--- config.mk ---
export PLATFORM = sky130hd
export DESIGN_NAME = bpsk_dual_frame_rx
export DESIGN_NICKNAME = d
export VERILOG_FILES = /design/src/rtl/bpskdec_pkg.sv /design/src/rtl/bpskdec_slicer.sv /design/src/rtl/bpskdec_refacc.sv /design/src/rtl/bpskdec_charreg.sv /design/src/rtl/bpsk_dual_frame_rx.sv
export SDC_FILE = /design/constraint.sdc
export NUM_CORES = 1
export LEC_CHECK = 0
export ABC_AREA = 1
export BUFFER_PORTS_ARGS = -buffer_cell sky130_fd_sc_hd__clkbuf_2
export CAP_MARGIN = 30
export CELL_PAD_IN_SITES_DETAIL_PLACEMENT = 1
export CELL_PAD_IN_SITES_GLOBAL_PLACEMENT = 1
export CORE_UTILIZATION = 49
export CTS_BUF_LIST = sky130_fd_sc_hd__clkbuf_8
export CTS_CLUSTER_SIZE = 30
export DETAILED_ROUTE_END_ITERATION = 8
export PLACE_DENSITY_LB_ADDON = 0.15
export RECOVER_POWER = 100
export REMOVE_ABC_BUFFERS = 1
export SYNTH_ARGS = -nofsm -noshare
export SYNTH_HDL_FRONTEND = slang
export SYNTH_SLANG_ARGS = --single-unit
--- constraint.sdc ---
create_clock -name clk -period 10.1 [get_ports clk]
set_input_delay 2.02 -clock clk [delete_from_list [all_inputs] [get_ports clk]]
set_output_delay 2.02 -clock clk [all_outputs]
set_load 0.01 [all_outputs]
--- src/rtl/bpskdec_pkg.sv ---
// Package: shared types for the dual-framing BPSK frame decoder.
// Assumes the state ordering below; tag_active relies on it (states after
// ST_SOF_WAIT are the ones where the card is sending characters).
package bpskdec_pkg;
    typedef enum logic [2:0] {
        ST_IDLE       = 3'd0,
        ST_TRAIN      = 3'd1,
        ST_SOF_WAIT   = 3'd2,
        ST_WAIT_START = 3'd3,
        ST_RX_CHAR    = 3'd4
    } rx_state_t;
endpackage

--- src/rtl/bpskdec_slicer.sv ---
// Module: combinational sample classifier.
// Computes carrier presence (|I|+|Q| above THRESH), agreement of the sample
// with the reference on its dominant axis, and the soft bit (sign of the dot
// product with the reference sums). Assumes signed two's-complement inputs.
module bpskdec_slicer #(
    parameter int SMP_W  = 8,
    parameter int SUM_W  = 13,
    parameter int THRESH = 20
) (
    input  logic signed [SMP_W-1:0] smp_i,
    input  logic signed [SMP_W-1:0] smp_q,
    input  logic signed [SUM_W-1:0] sum_i,
    input  logic signed [SUM_W-1:0] sum_q,
    output logic                    carrier,
    output logic                    same_phase,
    output logic                    soft_bit
);
    localparam int AMP_W = SMP_W + 2;
    localparam int DOT_W = SMP_W + SUM_W + 1;

    logic signed [SMP_W:0]   ext_i, ext_q;
    logic        [SMP_W:0]   abs_i, abs_q;
    logic        [AMP_W-1:0] amp;
    logic signed [SUM_W:0]   ext_si, ext_sq;
    logic        [SUM_W:0]   abs_si, abs_sq;
    logic signed [DOT_W-1:0] dot;
    logic                    i_dom;

    // Amplitude estimate and carrier detect
    always_comb begin
        ext_i   = (SMP_W+1)'(smp_i);
        ext_q   = (SMP_W+1)'(smp_q);
        abs_i   = ext_i[SMP_W] ? -ext_i : ext_i;
        abs_q   = ext_q[SMP_W] ? -ext_q : ext_q;
        amp     = {1'b0, abs_i} + {1'b0, abs_q};
        carrier = amp > AMP_W'(THRESH);
    end

    // Dominant-axis sign agreement used during training
    always_comb begin
        ext_si = (SUM_W+1)'(sum_i);
        ext_sq = (SUM_W+1)'(sum_q);
        abs_si = ext_si[SUM_W] ? -ext_si : ext_si;
        abs_sq = ext_sq[SUM_W] ? -ext_sq : ext_sq;
        i_dom  = abs_si > abs_sq;
        if (i_dom)
            same_phase = (!smp_i[SMP_W-1] && smp_i != '0 && !sum_i[SUM_W-1] && sum_i != '0) ||
                         (smp_i[SMP_W-1] && sum_i[SUM_W-1]);
        else
            same_phase = (!smp_q[SMP_W-1] && smp_q != '0 && !sum_q[SUM_W-1] && sum_q != '0) ||
                         (smp_q[SMP_W-1] && sum_q[SUM_W-1]);
    end

    // Soft decision: positive correlation with the reference codes a 1
    always_comb begin
        dot      = DOT_W'(smp_i) * DOT_W'(sum_i) + DOT_W'(smp_q) * DOT_W'(sum_q);
        soft_bit = !dot[DOT_W-1] && (dot != '0);
    end
endmodule

--- src/rtl/bpskdec_refacc.sv ---
// Module: reference phase accumulator.
// Loads the first carrier sample, then adds agreeing samples until TRAIN_LEN
// samples are summed; later agreeing samples leave the sums untouched.
// Assumes load and accum are never high together.
module bpskdec_refacc #(
    parameter int SMP_W     = 8,
    parameter int SUM_W     = 13,
    parameter int TRAIN_LEN = 10
) (
    input  logic                    clk,
    input  logic                    rst_n,
    input  logic                    load,
    input  logic                    accum,
    input  logic signed [SMP_W-1:0] smp_i,
    input  logic signed [SMP_W-1:0] smp_q,
    output logic signed [SUM_W-1:0] sum_i,
    output logic signed [SUM_W-1:0] sum_q,
    output logic                    trained
);
    localparam int CNT_W = $clog2(TRAIN_LEN + 1);

    logic [CNT_W-1:0] cnt_q;

    // Reference sums and training sample count
    always_ff @(posedge clk) begin
        if (!rst_n) begin
            sum_i <= '0;
            sum_q <= '0;
            cnt_q <= '0;
        end else if (load) begin
            sum_i <= SUM_W'(smp_i);
            sum_q <= SUM_W'(smp_q);
            cnt_q <= CNT_W'(1);
        end else if (accum && cnt_q < CNT_W'(TRAIN_LEN)) begin
            sum_i <= sum_i + SUM_W'(smp_i);
            sum_q <= sum_q + SUM_W'(smp_q);
            cnt_q <= cnt_q + CNT_W'(1);
        end
    end

    assign trained = cnt_q >= CNT_W'(TRAIN_LEN);

    // once training is complete the reference no longer moves
    a_r3_ref_frozen: assert property (@(posedge clk) disable iff (!rst_n)
        (trained && !load) |=> ($stable(sum_i) && $stable(sum_q)));
endmodule

--- src/rtl/bpskdec_charreg.sv ---
// Module: character shift register and bit counter.
// Bits enter at the top so the first bit received ends up at bit 0.
// Presents the complete character combinationally on the shift that fills it.
module bpskdec_charreg #(
    parameter int CHAR_BITS = 10
) (
    input  logic                 clk,
    input  logic                 rst_n,
    input  logic                 clear,
    input  logic                 shift,
    input  logic                 bit_in,
    output logic [CHAR_BITS-1:0] next_char,
    output logic                 last_bit
);
    localparam int BC_W = $clog2(CHAR_BITS);

    logic [CHAR_BITS-2:0] sh_q;
    logic [BC_W-1:0]      bcnt_q;

    assign next_char = {bit_in, sh_q};
    assign last_bit  = bcnt_q == BC_W'(CHAR_BITS - 1);

    // Shift in one decided bit and count bits within the character
    always_ff @(posedge clk) begin
        if (!rst_n) begin
            sh_q   <= '0;
            bcnt_q <= '0;
        end else if (clear) begin
            bcnt_q <= '0;
        end else if (shift) begin
            sh_q   <= next_char[CHAR_BITS-1:1];
            bcnt_q <= last_bit ? '0 : bcnt_q + BC_W'(1);
        end
    end

    // bit counter never passes the character length
    a_r5_bitcnt_range: assert property (@(posedge clk) disable iff (!rst_n)
        bcnt_q < BC_W'(CHAR_BITS));
endmodule

--- src/rtl/bpsk_dual_frame_rx.sv ---
// Module: dual-framing BPSK frame decoder (top).
// Trains on the subcarrier tone, slices one bit per two samples, deframes
// start/data/stop characters and handles both long-SOF and short framing in
// one state machine. Assumes two samples per etu and a synchronous reset.
module bpsk_dual_frame_rx
    import bpskdec_pkg::*;
#(
    parameter int SMP_W      = 8,
    parameter int THRESH     = 20,
    parameter int TRAIN_LEN  = 10,
    parameter int SOF_PRESET = 20,
    parameter int SOF_MIN    = 18,
    parameter int SOF_MAX    = 24,
    parameter int MAX_BYTES  = 256,
    parameter int CHAR_BITS  = 10
) (
    input  logic                    clk,
    input  logic                    rst_n,
    input  logic                    smp_valid,
    input  logic signed [SMP_W-1:0] smp_i,
    input  logic signed [SMP_W-1:0] smp_q,
    output logic                    byte_valid,
    output logic [CHAR_BITS-3:0]    byte_data,
    output logic                    frame_done,
    output logic                    frame_err,
    output logic                    tag_active
);
    localparam int SUM_W  = SMP_W + $clog2(TRAIN_LEN) + 1;
    localparam int BCNT_W = $clog2(MAX_BYTES + 1);
    localparam int LCNT_W = $clog2(SOF_MAX + 2);

    rx_state_t            state_q;
    logic                 half_q;
    logic [LCNT_W-1:0]    low_cnt_q;
    logic [LCNT_W-1:0]    low_cnt_nx;
    logic [BCNT_W-1:0]    byte_cnt_q;

    logic signed [SUM_W-1:0] sum_i, sum_q;
    logic                    carrier, same_phase, soft_bit, trained;
    logic                    ref_load, ref_acc, chr_clear, chr_shift;
    logic [CHAR_BITS-1:0]    nchar;
    logic                    chr_last;
    logic                    char_good, char_zero;

    bpskdec_slicer #(.SMP_W(SMP_W), .SUM_W(SUM_W), .THRESH(THRESH)) u_slicer (
        .smp_i(smp_i), .smp_q(smp_q), .sum_i(sum_i), .sum_q(sum_q),
        .carrier(carrier), .same_phase(same_phase), .soft_bit(soft_bit)
    );

    bpskdec_refacc #(.SMP_W(SMP_W), .SUM_W(SUM_W), .TRAIN_LEN(TRAIN_LEN)) u_refacc (
        .clk(clk), .rst_n(rst_n), .load(ref_load), .accum(ref_acc),
        .smp_i(smp_i), .smp_q(smp_q), .sum_i(sum_i), .sum_q(sum_q), .trained(trained)
    );

    bpskdec_charreg #(.CHAR_BITS(CHAR_BITS)) u_charreg (
        .clk(clk), .rst_n(rst_n), .clear(chr_clear), .shift(chr_shift),
        .bit_in(soft_bit), .next_char(nchar), .last_bit(chr_last)
    );

    // Control strobes for the reference accumulator and character register
    always_comb begin
        ref_load  = smp_valid && state_q == ST_IDLE && carrier;
        ref_acc   = smp_valid && state_q == ST_TRAIN && carrier && same_phase;
        chr_shift = smp_valid && state_q == ST_RX_CHAR && half_q;
        chr_clear = smp_valid &&
                    ((state_q == ST_TRAIN && carrier && !same_phase && trained) ||
                     (state_q == ST_WAIT_START && !soft_bit) ||
                     (state_q == ST_SOF_WAIT && soft_bit));
        char_good  = !nchar[0] && nchar[CHAR_BITS-1];
        char_zero  = nchar == '0;
        low_cnt_nx = low_cnt_q + LCNT_W'(1);
    end

    // Frame state machine with registered strobes
    always_ff @(posedge clk) begin
        if (!rst_n) begin
            state_q    <= ST_IDLE;
            half_q     <= 1'b0;
            low_cnt_q  <= '0;
            byte_cnt_q <= '0;
            byte_valid <= 1'b0;
            byte_data  <= '0;
            frame_done <= 1'b0;
            frame_err  <= 1'b0;
        end else begin
            byte_valid <= 1'b0;
            frame_done <= 1'b0;
            frame_err  <= 1'b0;
            if (smp_valid) begin
                unique case (state_q)
                    ST_IDLE: begin
                        if (carrier) begin
                            state_q    <= ST_TRAIN;
                            byte_cnt_q <= '0;
                        end
                    end
                    ST_TRAIN: begin
                        if (!carrier) begin
                            state_q   <= ST_IDLE;
                            frame_err <= 1'b1;
                        end else if (!same_phase) begin
                            if (trained) begin
                                state_q <= ST_RX_CHAR;
                                half_q  <= 1'b1;
                            end else begin
                                state_q   <= ST_IDLE;
                                frame_err <= 1'b1;
                            end
                        end
                    end
                    ST_RX_CHAR: begin
                        half_q <= !half_q;
                        if (half_q && chr_last) begin
                            if (char_good) begin
                                if (byte_cnt_q == BCNT_W'(MAX_BYTES)) begin
                                    state_q   <= ST_IDLE;
                                    frame_err <= 1'b1;
                                end else begin
                                    byte_valid <= 1'b1;
                                    byte_data  <= nchar[CHAR_BITS-2:1];
                                    byte_cnt_q <= byte_cnt_q + BCNT_W'(1);
                                    state_q    <= ST_WAIT_START;
                                end
                            end else if (char_zero) begin
                                if (byte_cnt_q != '0) begin
                                    frame_done <= 1'b1;
                                    state_q    <= ST_IDLE;
                                end else begin
                                    low_cnt_q <= LCNT_W'(SOF_PRESET);
                                    state_q   <= ST_SOF_WAIT;
                                end
                            end else begin
                                state_q   <= ST_IDLE;
                                frame_err <= 1'b1;
                            end
                        end
                    end
                    ST_WAIT_START: begin
                        if (!soft_bit) begin
                            state_q <= ST_RX_CHAR;
                            half_q  <= 1'b1;
                        end
                    end
                    ST_SOF_WAIT: begin
                        if (soft_bit) begin
                            if (low_cnt_nx < LCNT_W'(SOF_MIN)) begin
                                state_q   <= ST_IDLE;
                                frame_err <= 1'b1;
                            end else begin
                                byte_cnt_q <= '0;
                                state_q    <= ST_WAIT_START;
                            end
                        end else if (low_cnt_nx > LCNT_W'(SOF_MAX)) begin
                            state_q   <= ST_IDLE;
                            frame_err <= 1'b1;
                        end else begin
                            low_cnt_q <= low_cnt_nx;
                        end
                    end
                    default: state_q <= ST_IDLE;
                endcase
            end
        end
    end

    assign tag_active = state_q > ST_SOF_WAIT;

    // result strobes are mutually exclusive
    a_r12_strobe_excl: assert property (@(posedge clk) disable iff (!rst_n)
        $onehot0({byte_valid, frame_done, frame_err}));
    // a frame can only end from an active reception
    a_r7_done_from_active: assert property (@(posedge clk) disable iff (!rst_n)
        frame_done |-> $past(tag_active));
    // after a byte the block waits for the next start bit, still active
    a_r9_active_after_byte: assert property (@(posedge clk) disable iff (!rst_n)
        byte_valid |-> tag_active);
    // stored byte count never exceeds the limit
    a_r10_len_bound: assert property (@(posedge clk) disable iff (!rst_n)
        byte_cnt_q <= BCNT_W'(MAX_BYTES));
    // a cycle without a sample leaves the state unchanged
    a_r11_hold_state: assert property (@(posedge clk) disable iff (!rst_n)
        !smp_valid |=> $stable(state_q));
    // low counter stays inside the SOF window while waiting
    a_r8_low_window: assert property (@(posedge clk) disable iff (!rst_n)
        (state_q == ST_SOF_WAIT) |->
            (low_cnt_q >= LCNT_W'(SOF_PRESET) && low_cnt_q <= LCNT_W'(SOF_MAX)));
endmodule

==> results.md, run 1 <==
- Post-Synth Simple-Gate Area: 0.220
- Register area: 1440 um2
- Area share of the largest cell type after synthesis: 0.227
- RSZ-0062 raised after global routing: no
- Worst Setup End Kind: register
- Largest family of logic cells by synthesized area: adder cells
- Area grow syn2layout: 3.53%
- Fill cells: 4185
- Initial antenna violation count: 0
- Multi-input logic area: 11300 um2
- Clock Skew: 18.5 ps
- Pin count of the biggest net entering global routing: 40
- Fraction of registers with async set/reset: 0
- First-pass GRT wire length: 75100 um
- Reg2Reg Setup Slack: 2350 ps
- Ys flop type: dfxtp_1
- Clk_lat worst skew: 390 ps
- Fmax: 108 MHz
- Grt total ovfl: 0
- Clk sinks: 72
- Leak: 0.00910 uW
- Post-CTS Setup Inserts: 0
- Post-Synth Adder-Cell Area: 0.365
- Synth unique cells: 50
- CP startpoint: smp_q[1]
- R2R Path End: byte_data[1]$_SDFFE_PN0P_
- Synth Area in Compound Gates: 0.0930
- Full die area: 32000 um2
- Post-route setup TNS: 0 ps
- CP Depth: 34
- Vias: 13900
- Worst-case reg-to-reg path depth: 34
- Hold Worst Slack: 496 ps
- Total CTS buffers: 9
- # IOs: 31
- Crit Path Class: in2reg
- Final worst path period need: 9260 ps
- Period utilization: 0.917
- Routability cong.: 0.891
- Status: finished, violations left
- Mean Syn Cell Area: 6.82 um2
- Failing checks: max-capacitance violations, max-slew violations
- CP Launch Type: input port
- CTS hold repair buffers: 0
- IO buf count: 30
- Peak VDD IR: 192 uV
- Die width: 179 um
- H-tree depth: 3
- CTS clk-pin slew, worst paths: 110 ps
- Seq cells post-synth: 72
- Initial core utilization: 0.500
- Critical Path RT: 10430 ps
- Worst Path Buf+Inv: 7
- CTS tree: built
- Number of DRC markers in iteration 0: 614
- Most common cell on crit path: inv_1
- Placement Setup Slack: 657 ps
- Crit path largest cell delay: 690 ps
- CP top delay family: adder cells
- Die H: 179 um
- Mux cell area share after synthesis: 0
- HPWL after DPL: 38000 um
- Commonest cells in the netlist: inv_1, nand2_1, fa_1
- Post-synth EDFFs: 0
- Gr usage total: 0.302
- Critical Path Fanout Max: 16
- Count leader, synth: inv_1
- Critical path endpoint: byte_data[1]$_SDFFE_PN0P_
- Antenna fix cells: 0
- Slew HR: -0.268
- Mean number of vias per cell: 5.31
- DP Area: 15700 um2
- Layout cells sized above 1: 0.0332
- Drt first pass iters: 7
- Final Max Slew Viols: 51
- Syn Std Cell Area: 15300 um2
- Crit Reg-Reg Startpoint: u_refacc.sum_q[0]$_SDFFE_PN0P_
- Final net count: 2589
- Seq/Total Area, Yosys: 0.0940
- Final setup violation count: 0
- XOR/XNOR Fraction of Synth Area: 0.0617
- CTS root buf: clkbuf_8
- PwrDens: 293 nW/um2
- Final worst slack: 842 ps
- Core ar.: 30700 um2
- Vias in the first global route: 14900
- Antenna-violating nets left: 0
- Number of max-cap violations: 2
- Worst EP arrival: 9590 ps
- Ranking of synthesized cells by area: fa_1, inv_1, ha_1
- CP max-delay cell: clkbuf_1
- Wire per inst: 17.6 um
- Total Wirelength: 46200 um
- Worst slew pin tran: 1890 ps
- Gate count of the mapped netlist: 2248
- # DRC: 0
- Cell taking the most area after synthesis: fa_1
- YS warnings: 0
- FP Rows: 64
- Resized cells post-CTS: 0
- Clock buffer depth: 2
- Hold WC Path Type: reg2reg
- Design Area, Final: 15900 um2
- Hold Violations, Final: 0
==> cell type report <==
type | count | area share
Inverter | 604 | 0.143
Clock inverter | 7 | 0.00504
Timing Repair Buffer | 34 | 0.0100
Clock buffer | 9 | 0.00780
Multi-Input combinational cell | 1506 | 0.712
Sequential cell | 72 | 0.0908
Tap cell | 396 | 0.0312
==> registers in the layout (all words and copies together), names as in the netlist, 3 cells and up <==
signal and flops:
u_refacc.sum_q 13, low_cnt_q 5, byte_cnt_q 9, u_charreg.bcnt_q 4, byte_data 8, state_q 3
u_refacc.sum_i 13, u_refacc.cnt_q 4, u_charreg.sh_q 9
==> where the power goes <==
part           switching, uW  internal, uW
clock network            147           117
logic                   2650          1370
registers               58.5           298
total                   2860          1790
==> logic make-up after synthesis <==
group / after synthesis
simple gates: 798
buf+inv: 672
fa+ha+maj: 343
compound gates: 253
xor+xnor: 108
flops: 72
other cells: 2
==> tightest hold or removal path, cell delays in order (launching register included) <==
cell and delay, ps:
dfxtp_1 340, inv_1 70, a21oi_1 50
==> routing by layer <==
layer	GRT usage	vias to the layer above	wire (um)
met2	0.546	255	23400
met1	0.374	6915	20000
met5	0	-	0
li1	-	6686	-
met3	0.0297	89	1540
met4	0.0946	0	1320
==> how the worst min path moves through the flow <==
| stage | depth (start not counted) | slack (ps) | end | startpoint |
|---|---|---|---|---|
| after floorplan | 2 | 450 | u_charreg.sh_q[5]$_SDFFE_PN0P_ | u_charreg.sh_q[6]$_SDFFE_PN0P_ |
| after global placement | 2 | 460 | u_refacc.cnt_q[3]$_SDFFE_PP0P_ | u_refacc.cnt_q[3]$_SDFFE_PP0P_ |
| after detailed placement | 2 | 480 | byte_data[4]$_SDFFE_PN0P_ | byte_data[4]$_SDFFE_PN0P_ |
| after CTS | 2 | 500 | u_charreg.sh_q[6]$_SDFFE_PN0P_ | u_charreg.sh_q[7]$_SDFFE_PN0P_ |
| after global routing | 2 | 520 | byte_data[3]$_SDFFE_PN0P_ | byte_data[3]$_SDFFE_PN0P_ |
| final | 2 | 500 | u_charreg.sh_q[6]$_SDFFE_PN0P_ | u_charreg.sh_q[7]$_SDFFE_PN0P_ |
==> cell usage in the layout, fill, tap and decap left out, types with 2 or more instances in the layout <==
cell | Yosys | layout
clkinv_2 | 1 | 2
nor2_4 | 2 | 2
nor2_2 | 9 | 7
clkinv_1 | 1 | 3
clkbuf_8 | 0 | 9
nand3_1 | 70 | 71
a31oi_1 | 21 | 21
inv_1 | 596 | 596
fa_1 | 174 | 174
nor4_1 | 5 | 5
a31o_2 | 2 | 2
clkbuf_1 | 50 | 15
or2_2 | 2 | 2
a22oi_1 | 7 | 7
xor2_1 | 69 | 69
xnor2_1 | 39 | 39
inv_2 | 6 | 4
clkbuf_2 | 0 | 16
buf_4 | 0 | 3
nand4_1 | 22 | 22
a21o_1 | 7 | 7
nor2_1 | 148 | 150
o2111ai_1 | 3 | 3
nor3_1 | 30 | 32
o21ai_0 | 65 | 65
o21a_1 | 2 | 2
a211oi_1 | 4 | 4
dfxtp_1 | 72 | 72
nand2_1 | 477 | 480
a21oi_1 | 124 | 124
o211ai_1 | 3 | 3
a21boi_0 | 3 | 3
ha_1 | 169 | 169
o21bai_1 | 8 | 8
nand2_2 | 16 | 14
conb_1 | 2 | 4
and2_1 | 5 | 4
clkinv_4 | 0 | 2
==> metrics by stage <==
| stage | total power [uW] | utilization | cells |
|---|---|---|---|
| floorplan | 3280 | - | 2182 |
| global placement | 4240 | 0.513 | 2612 |
| detailed placement | 4390 | 0.513 | 2612 |
| CTS | 4670 | 0.520 | 2628 |
| global route | 5190 | 0.518 | 2628 |
| finish | 4640 | 0.518 | 2628 |
(Power assumes the default switching activity.)
==> run 2: changes to the inputs <==
--- a/config.mk
+++ b/config.mk
@@ -10,8 +10,9 @@
 export CAP_MARGIN = 30
 export CELL_PAD_IN_SITES_DETAIL_PLACEMENT = 1
 export CELL_PAD_IN_SITES_GLOBAL_PLACEMENT = 1
-export CORE_UTILIZATION = 49
+export CORE_UTILIZATION = 44
 export CTS_BUF_LIST = sky130_fd_sc_hd__clkbuf_8
+export CTS_CLUSTER_DIAMETER = 50
 export CTS_CLUSTER_SIZE = 30
 export DETAILED_ROUTE_END_ITERATION = 8
 export PLACE_DENSITY_LB_ADDON = 0.15
==> constraint.sdc (replaced) <==
create_clock -name clk -period 8.5 [get_ports clk]
set_input_delay 1.7 -clock clk [delete_from_list [all_inputs] [get_ports clk]]
set_output_delay 1.7 -clock clk [all_outputs]
set_load 0.01 [all_outputs]
==> run 2 against run 1 <==
  * The run still ends with max-capacitance violations, max-slew violations left
  * Register-to-register slack lost 1200 ps
  * Die area grew 11%
  * Combinational power grew 25%
  * Critical path type unchanged
  * Sequential power grew 17%
==> results.md, run 2 (same netlist as run 1, synthesis figures left out) <==
- Status: finished, violations left
- Failing checks: max-capacitance violations, max-slew violations
- Critical Path RT: 8750 ps (-1680 ps)
- Top Registers: u_refacc.sum_i: 13 flops, u_refacc.sum_q: 13 flops
- Worst-case reg-to-reg path depth: 34 (unchanged)
- Worst Path Buf+Inv: 4 (-3)
- Clk_lat worst skew: 400 ps (about the same)
- Mean number of vias per cell: 5.05 (-4.9%)
- Period utilization: 0.943
- NetSw: 3460 uW (+21%)
- Peak VDD IR: 218 uV (+14%)
- Grt total ovfl: 0 (unchanged)
- Core ar.: 34500 um2 (+12%)
- CTS root buf: clkbuf_8
- Final Max Slew Viols: 48 (-5.9%)
- Gr usage total: 0.263 (-0.0385)
- Crit Reg-Reg Startpoint: u_refacc.sum_q[5]$_SDFFE_PN0P_
- Area grow syn2layout: 6.99%
- PwrDens: 352 nW/um2 (+20%)
- HPWL after DPL: 38400 um (+0.87%)
- Number of max-cap violations: 2 (unchanged)
- Worst Setup End Kind: register
- DP Area: 16200 um2 (+2.9%)
- Clock buffer depth: 2 (unchanged)
- Fin util: 0.476 (-0.0415)
- Design Area, Final: 16400 um2 (+3.3%)
- Crit path largest cell delay: 550 ps (-140 ps)
- Antenna-violating nets left: 0 (unchanged)
- Layout cells sized above 1: 0.0618 (+0.0286)
- Worst EP arrival: 8260 ps (-1330 ps)
- # DRC: 0 (unchanged)
- Register share of total power: 0.072 (-0.005)
- Fill cells: 4563 (+9.0%)
- Leak: 0.00935 uW (+2.7%)
- Reg2Reg Setup Slack: 1180 ps (-1170 ps)
- Wire per inst: 16.5 um (-5.8%)
- Vias in the first global route: 14700 (-1.1%)
- Fmax: 125 MHz
- FP Rows: 68 (+6.3%)
- Initial core utilization: 0.445 (-0.0550)
- Slew HR: -0.592 (-0.324)
- First-pass GRT wire length: 74400 um (-0.95%)
- CP startpoint: smp_q[5]
- Number of DRC markers in iteration 0: 548 (-11%)
- R2R Path End: byte_cnt_q[4]$_SDFFE_PN0P_
- CP Depth: 35 (+2.9%)
- Final setup violation count: 0 (unchanged)
- CTS tree: built
- H-tree depth: 3 (unchanged)
- Internal power: 2310 uW (+29%)
- Post-route setup TNS: 0 ps (unchanged)
- RSZ-0062 raised after global routing: no
- Critical path endpoint: byte_cnt_q[4]$_SDFFE_PN0P_
- Hold Path Origin: u_refacc.cnt_q[3]$_SDFFE_PP0P_
- Critical Path Fanout Max: 11 (-5)
- CTS hold repair buffers: 0 (unchanged)
- Crit Path Class: in2reg
- Hold Worst Slack: 495 ps (-1.81 ps)
- CP Launch Type: input port
- Final net count: 2640 (+2.0%)
- Clk pwr share: 0.056 (about the same)
- IO buf count: 30 (unchanged)
- CP max-delay cell: fa_1
- Most common cell after layout, fill and taps aside: inv_1
- Total Wirelength: 45300 um (-1.9%)
- Sw frac: 0.600 (-0.0152)
- Full die area: 35600 um2 (+11%)
- Register area: 1440 um2 (unchanged)
- CP top delay family: adder cells
- Pin count of the biggest net entering global routing: 40 (unchanged)
- Hold Violations, Final: 0 (unchanged)
- Multi-input logic area: 11400 um2 (+0.49%)
- Die H: 189 um (+5.5%)
- Clk sinks: 72 (unchanged)
- Commonest non-fill, non-tap cells in the layout: inv_1, nand2_1, fa_1, ha_1, nor2_1
- # IOs: 31 (unchanged)
- Initial antenna violation count: 0 (unchanged)
- Hold WC Path Type: reg2reg
- Clock Skew: 21.4 ps (+2.91 ps)
- Routability cong.: 0.865 (-2.9%)
- Vias: 13800 (-0.89%)
- CTS clk-pin slew, worst paths: 100 ps (about the same)
- Total CTS buffers: 9 (unchanged)
- Logic pwr share: 0.872 (+0.006)
- Drt first pass iters: 5 (-2)
- Worst slew pin tran: 2380 ps (+492 ps)
- Die width: 189 um (+5.5%)
- Antenna fix cells: 0 (unchanged)
- Final worst path period need: 8010 ps
## run 2: cell types whose count changed in the layout (fill, tap and decap cells not counted), sizes merged
cell / delta
clkinv: -4
buf: +52
clkbuf: -1
clkinvlp: +3
inv: +1
## run 2: layout make-up
type                            count  share of cell area
Clock buffer                        9             0.00755
Clock inverter                      7             0.00534
Inverter                          604               0.139
Multi-Input combinational cell   1506               0.693
Sequential cell                    72              0.0879
Tap cell                          455              0.0347
Timing Repair Buffer               85              0.0333
## run 2: what timing repair did
item,CTS,global route
resized for setup,0,17
buffers inserted,0,0
endpoints found under the setup margin,0,31
hold endpoints to repair,0,0
## run 2: layer usage
layer,vias up,global-route usage,share of wire
met5,-,0,0
met4,0,0.0813,0.026
met1,6776,0.329,0.45
met2,189,0.472,0.50
met3,48,0.0302,0.034
li1,6808,-,-
## run 2: stage by stage
step | setup slack [ps] | power, uW | instances
after floorplan | 698 | 3900 | 2182
after global placement | -39.1 | 5280 | 2722
after detailed placement | -257 | 5420 | 2722
after CTS | 141 | 5780 | 2738
after global routing | 0.813 | 6490 | 2738
final | 488 | 5770 | 2738
## run 2: how the worst min path moves through the flow
| stage | endpoint | slack (ps) | depth (start not counted) |
|---|---|---|---|
| floorplan | u_charreg.sh_q[5]$_SDFFE_PN0P_ | 450 | 2 |
| global placement | u_refacc.cnt_q[3]$_SDFFE_PP0P_ | 470 | 2 |
| finish | u_refacc.cnt_q[3]$_SDFFE_PP0P_ | 490 | 2 |
| CTS | u_refacc.cnt_q[3]$_SDFFE_PP0P_ | 500 | 2 |
| global route | byte_data[4]$_SDFFE_PN0P_ | 530 | 2 |
| detailed placement | byte_data[4]$_SDFFE_PN0P_ | 480 | 2 |
## run 2: power groups by stage
| stage | sequential (uW) | clock (uW) | combinational (uW) |
|---|---|---|---|
| 2_1_floorplan | 396 | 0 | 3510 |
| 3_3_place_gp | 421 | 0 | 4860 |
| 3_5_place_dp | 421 | 0 | 5000 |
| 4_1_cts | 414 | 332 | 5030 |
| 5_1_grt | 419 | 344 | 5730 |
| 6_report | 415 | 323 | 5030 |
## run 2: worst min-delay path: cells and delay by family (launching register included)
kind / cells / cell delay (ps)
AOI/OAI and AO/OA: 1 / 60
buffers and inverters: 1 / 70
DFF: 1 / 330
